<file path="src/rtl/rxf_pkg.sv">
package rxf_pkg;
  // width of a counter able to hold the value n
  function automatic int cnt_width(input int n);
    return (n < 2) ? 1 : $clog2(n + 1);
  endfunction
endpackage

</file>
<file path="src/rtl/rxf_sync_hunt.sv">
module rxf_sync_hunt #(
  parameter int PAT_W = 16
) (
  input  logic             clk,
  input  logic             rst_n,
  input  logic             arm,
  input  logic             take,
  input  logic             bit_val,
  input  logic [PAT_W-1:0] pattern,
  output logic             locked
);
  localparam int SW = rxf_pkg::cnt_width(PAT_W);
  localparam logic [SW-1:0] FULL_SEEN = SW'(PAT_W);
  localparam logic [SW-1:0] LAST_SEEN = SW'(PAT_W - 1);

  logic [PAT_W-1:0] hist;
  logic [SW-1:0]    seen;
  logic [PAT_W-1:0] window;

  assign window = {hist[PAT_W-2:0], bit_val};

  always_ff @(posedge clk or negedge rst_n) begin
    if (!rst_n) begin
      hist   <= '0;
      seen   <= '0;
      locked <= 1'b0;
    end else if (!arm) begin
      hist   <= '0;
      seen   <= '0;
      locked <= 1'b0;
    end else if (take && !locked) begin
      hist <= window;
      if (seen != FULL_SEEN) seen <= seen + 1'b1;
      if (window == pattern && seen >= LAST_SEEN) locked <= 1'b1;
    end
  end
endmodule

</file>
<file path="src/rtl/rxf_bit_store.sv">
module rxf_bit_store #(
  parameter int DEPTH = 16,
  parameter int CW    = 5
) (
  input  logic          clk,
  input  logic          rst_n,
  input  logic          flush,
  input  logic          push_req,
  input  logic          push_bit,
  input  logic          pop_req,
  output logic          head_bit,
  output logic [CW-1:0] fill,
  output logic          overflow
);
  localparam int AW = (DEPTH < 2) ? 1 : $clog2(DEPTH);
  localparam logic [CW-1:0] FULL = CW'(DEPTH);
  localparam bit POW2 = ((1 << AW) == DEPTH);

  logic [DEPTH-1:0] mem;
  logic [AW-1:0]    wr_ptr, rd_ptr, wr_nxt, rd_nxt;
  logic             pop_ok, push_ok;

  assign pop_ok  = pop_req && (fill != '0);
  assign push_ok = push_req && ((fill != FULL) || pop_ok);
  assign head_bit = mem[rd_ptr];

  generate
    if (POW2) begin : g_wrap_nat
      assign wr_nxt = wr_ptr + 1'b1;
      assign rd_nxt = rd_ptr + 1'b1;
    end else begin : g_wrap_cmp
      assign wr_nxt = (wr_ptr == AW'(DEPTH - 1)) ? '0 : wr_ptr + 1'b1;
      assign rd_nxt = (rd_ptr == AW'(DEPTH - 1)) ? '0 : rd_ptr + 1'b1;
    end
  endgenerate

  always_ff @(posedge clk or negedge rst_n) begin
    if (!rst_n) begin
      mem      <= '0;
      wr_ptr   <= '0;
      rd_ptr   <= '0;
      fill     <= '0;
      overflow <= 1'b0;
    end else if (flush) begin
      wr_ptr   <= '0;
      rd_ptr   <= '0;
      fill     <= '0;
      overflow <= 1'b0;
    end else begin
      if (push_ok) begin
        mem[wr_ptr] <= push_bit;
        wr_ptr      <= wr_nxt;
      end
      if (pop_ok) rd_ptr <= rd_nxt;
      if (push_ok && !pop_ok) fill <= fill + 1'b1;
      else if (pop_ok && !push_ok) fill <= fill - 1'b1;
      if (push_req && !push_ok) overflow <= 1'b1;
    end
  end
endmodule

</file>
<file path="src/rtl/rxf_serial_rd.sv">
module rxf_serial_rd (
  input  logic clk,
  input  logic rst_n,
  input  logic sel_n,
  input  logic sck,
  input  logic head_bit,
  input  logic nonempty,
  output logic sdo,
  output logic pop
);
  logic sck_q;

  always_ff @(posedge clk or negedge rst_n) begin
    if (!rst_n) sck_q <= 1'b0;
    else        sck_q <= sck;
  end

  assign pop = !sel_n && sck && !sck_q;
  assign sdo = !sel_n && nonempty && head_bit;
endmodule

</file>
<file path="src/rtl/rxbit_sync_fifo.sv">
module rxbit_sync_fifo #(
  parameter int DEPTH = 16,
  parameter int PAT_W = 16,
  parameter int LW    = 5
) (
  input  logic             clk,
  input  logic             rst_n,
  input  logic             fifo_en,
  input  logic [PAT_W-1:0] sync_word,
  input  logic [LW-1:0]    irq_level,
  input  logic             in_valid,
  input  logic             in_bit,
  output logic             in_ready,
  input  logic             sel_n,
  input  logic             sck,
  output logic             sdo,
  output logic             irq,
  output logic             irq_n,
  output logic             overflow
);
  localparam int CW = rxf_pkg::cnt_width(DEPTH);
  localparam int TW = (CW > LW) ? CW : LW;

  logic          take, locked, head_bit, pop;
  logic [CW-1:0] fill;
  logic [TW-1:0] thr;

  assign in_ready = fifo_en;
  assign take     = in_valid && fifo_en;

  rxf_sync_hunt #(.PAT_W(PAT_W)) u_hunt (
    .clk(clk), .rst_n(rst_n), .arm(fifo_en), .take(take),
    .bit_val(in_bit), .pattern(sync_word), .locked(locked)
  );

  rxf_bit_store #(.DEPTH(DEPTH), .CW(CW)) u_store (
    .clk(clk), .rst_n(rst_n), .flush(!fifo_en),
    .push_req(take && locked), .push_bit(in_bit), .pop_req(pop),
    .head_bit(head_bit), .fill(fill), .overflow(overflow)
  );

  rxf_serial_rd u_rd (
    .clk(clk), .rst_n(rst_n), .sel_n(sel_n), .sck(sck),
    .head_bit(head_bit), .nonempty(fill != '0), .sdo(sdo), .pop(pop)
  );

  assign thr   = (irq_level == '0) ? TW'(1) : TW'(irq_level);
  assign irq   = TW'(fill) >= thr;
  assign irq_n = !irq;
endmodule

</file>
<file path="config.mk">
export PLATFORM = sky130hd
export DESIGN_NAME = rxbit_sync_fifo
export DESIGN_NICKNAME = d
export VERILOG_FILES = /design/src/rtl/rxf_pkg.sv /design/src/rtl/rxf_sync_hunt.sv /design/src/rtl/rxf_bit_store.sv /design/src/rtl/rxf_serial_rd.sv /design/src/rtl/rxbit_sync_fifo.sv
export SDC_FILE = /design/constraint.sdc
export NUM_CORES = 1
export LEC_CHECK = 0
export CORE_MARGIN = 3
export CORE_UTILIZATION = 30
export DETAILED_ROUTE_END_ITERATION = 8
export PLACE_DENSITY_LB_ADDON = 0.25
export SETUP_SLACK_MARGIN = 0.5
export SYNTH_ARGS = -nofsm -noshare
export SYNTH_HDL_FRONTEND = slang
export SYNTH_SLANG_ARGS = --single-unit
</file>
<file path="constraint.sdc">
create_clock -name clk -period 3.4 [get_ports clk]
set_clock_uncertainty 0.1 [all_clocks]
set_input_delay 0.34 -clock clk [delete_from_list [all_inputs] [get_ports clk]]
set_output_delay 0.34 -clock clk [all_outputs]
set_load 0.005 [all_outputs]
</file>
==> run metrics <==
run status finished clean; data required time of the critical path 3500 ps; syn_area_per_cell 10.2 um2; Initial DRC Count 175; fin crit share 82.9%; Post-DRT Antenna Nets 0; fin nets 383; achievable frequency 355 MHz; post-synthesis sequential area ratio 43.0%; Slew Limit Fails 0; P&R area growth vs syn 23.4%; DP HPWL 4360 um; post-route design area 0.00373 mm2; Startpoint Class input pin; Pleak 1.60 nW; Worst Reg-to-Reg Cells 9; post-synth cell types 46; CTS Buf Count 5; Avg Vias per Cell 4.72; share of layout cells above drive strength 1 17.5%; Die Wd 106 um; r2r startpoint u_store.fill[0]; final core occ 38.2%; #FFs+latches synth 52; EDFF count, synth 0; Syn Nets 344; post-synth top area share 43.0%; CP Launch Point sck; Final Setup Violations 0; Max H-tree Level 2; worst vdd ir 0.000161 V; critical path fanouts, max 4; synth cell count leaders dfrtp_1, nand2_1, xnor2_1; Syn Inst Count 298; largest cells by area after synthesis dfrtp_1, ha_1, nand2_1; pin count of the biggest net entering global routing 31; CTS tree built; Synthesis Warnings 0; first-pass GRT wire length 10,800 um; Worst EP arrival 2920 ps; placeable core area 0.00977 mm2; Hold/Removal Path Class reg -> reg; die area 0.0113 mm2; drt pass-1 iters 4; CTS root buf clkbuf_8; WL per Instance 13.6 um; WHS 396 ps; min Tclk post-route 2820 ps; Worst-path clk slew 100 ps; Remaining DRCs 0; mapped cell area 0.00303 mm2; worst skew pair latency 310 ps; total of max-cap violations 0; TNS Setup 0 ps; RSZ-0062 raised after global routing yes; Routed WL 6410 um; vias 2,223; Worst R2R End u_store.fill[4]; vias in the first global route 2,130; count leader, synth dfrtp_1; Max clock buf depth 2; Async SR Flop Fraction 100%; gr ovfl total 0; Critical Path Sink u_store.fill[4]; GPL Wtd Cong 0.779; # rows 36; Initial Utilization 31.0%; Global Route Usage Sum 11.8%; clk sinks 52; HP Start u_store.mem[14]; area leader, netlist dfrtp_1; Power Density 408 mW/mm2; setup slack, reg-to-reg 590 ps; Ant. Diodes 0; Synth Flop Type dfrtp_1; CP Class in -> reg; Worst-Margin Slew 694 ps; Die Ht 106 um; Area after DPL 0.00348 mm2; CP endpoint kind flip-flop; max_slew headroom 53.7%; Hold Fails Final Rpt 0; IO Pins 33; Port Buffers 32; initial antenna violation count 0
stage by stage:
| stage | worst slack (ps) | power, mW | std cells |
|---|---|---|---|
| after floorplan | 517 | 0.916 | 298 |
| after global placement | 258 | 1.01 | 452 |
| after detailed placement | 209 | 1.02 | 452 |
| after CTS | 504 | 1.49 | 463 |
| after global routing | 496 | 1.62 | 471 |
| final | 580 | 1.52 | 471 |
cell usage in the layout, fill, tap and decap left out, drive strengths merged, types with 5 or more instances in the layout:
master         synthesis  routed
a21o                   5       5
a21oi                  7       7
buf                    7      17
clkbuf                10       6
clkdlybuf4s50          0      28
dfrtp                 52      52
ha                    17      17
inv                   11      11
mux2                  16      16
mux4                   5       5
nand2                 47      47
nand3                 17      17
nand4                 14      14
nor2                  15      15
o21ai                 20      20
xnor2                 20      20
xor2                   5       5
worst min-delay path by stage:
| stage | depth (start not counted) | slack (ps) | endpoint |
|---|---|---|---|
| 2_1_floorplan | 0 | -60 | u_hunt.hist[0] |
| 3_3_place_gp | 1 | 330 | u_store.mem[4] |
| 3_5_place_dp | 1 | 330 | u_store.mem[4] |
| 4_1_cts | 1 | 400 | u_store.mem[14] |
| 5_1_grt | 1 | 410 | u_rd.sck_q |
| 6_report | 1 | 400 | u_store.mem[14] |
flip-flops by register name, indices dropped and copies added, names as in the netlist:
signal / count
u_store.wr_ptr: 4
u_rd.sck_q: 1
u_hunt.hist: 15
u_hunt.seen: 5
u_store.rd_ptr: 4
u_store.fill: 5
u_store.mem: 16
u_hunt.locked: 1
u_store.overflow: 1
layer usage:
layer / track usage [%] / up-vias / share of wire [%]
met5: 0 / - / 0
met4: 2.74 / 0 / 1.1
met3: 2.49 / 6 / 4.7
met2: 18.0 / 42 / 44
met1: 17.1 / 1059 / 50
li1: - / 1116 / -
critical path: stages:
cell             delay (ps)
clkdlybuf4s50_1         500
or3b_1                  440
a31oi_4                 240
nand2_4                 100
fa_2                    410
a21o_1                  170
a21oi_2                 180
nand2_1                  70
a31o_2                  230
a211o_1                 250
timing repair:
item | in CTS | in global routing
endpoints found under the setup margin | 4 | 4
buffers inserted | 2 | 8
pin swaps | 1 | 10
hold endpoints to repair | 27 | 0
gates resized for setup | 3 | 11
hold buffers | 1 | 0
where the power goes:
group / switching (mW) / total, mW / leakage [nW] / internal, mW
sequential: 0.0383 / 0.681 / 0.711 / 0.643
clock: 0.217 / 0.458 / 0.0614 / 0.241
combinational: 0.180 / 0.383 / 0.824 / 0.203
total: 0.435 / 1.52 / 1.60 / 1.09
layout make-up:
type | instances | area [um2]
clock buffer | 6 | 82.6
clock inverter | 2 | 38.8
sequential | 52 | 1310
fill | 966 | 6040
timing repair buffer | 49 | 447
multi-input combinational | 218 | 1650
tap | 133 | 166
inverter | 11 | 41.3
kinds of logic after synthesis:
kind of cell | count (synthesis) | synth area share [%]
compound gates | 46 | 10.2
buf+inv | 28 | 4.34
simple gates | 106 | 16.8
fa+ha+maj | 18 | 7.69
xor+xnor | 25 | 7.24
mux | 23 | 10.8
flops | 52 | 43.0
Power figures use the tool's default switching activity.
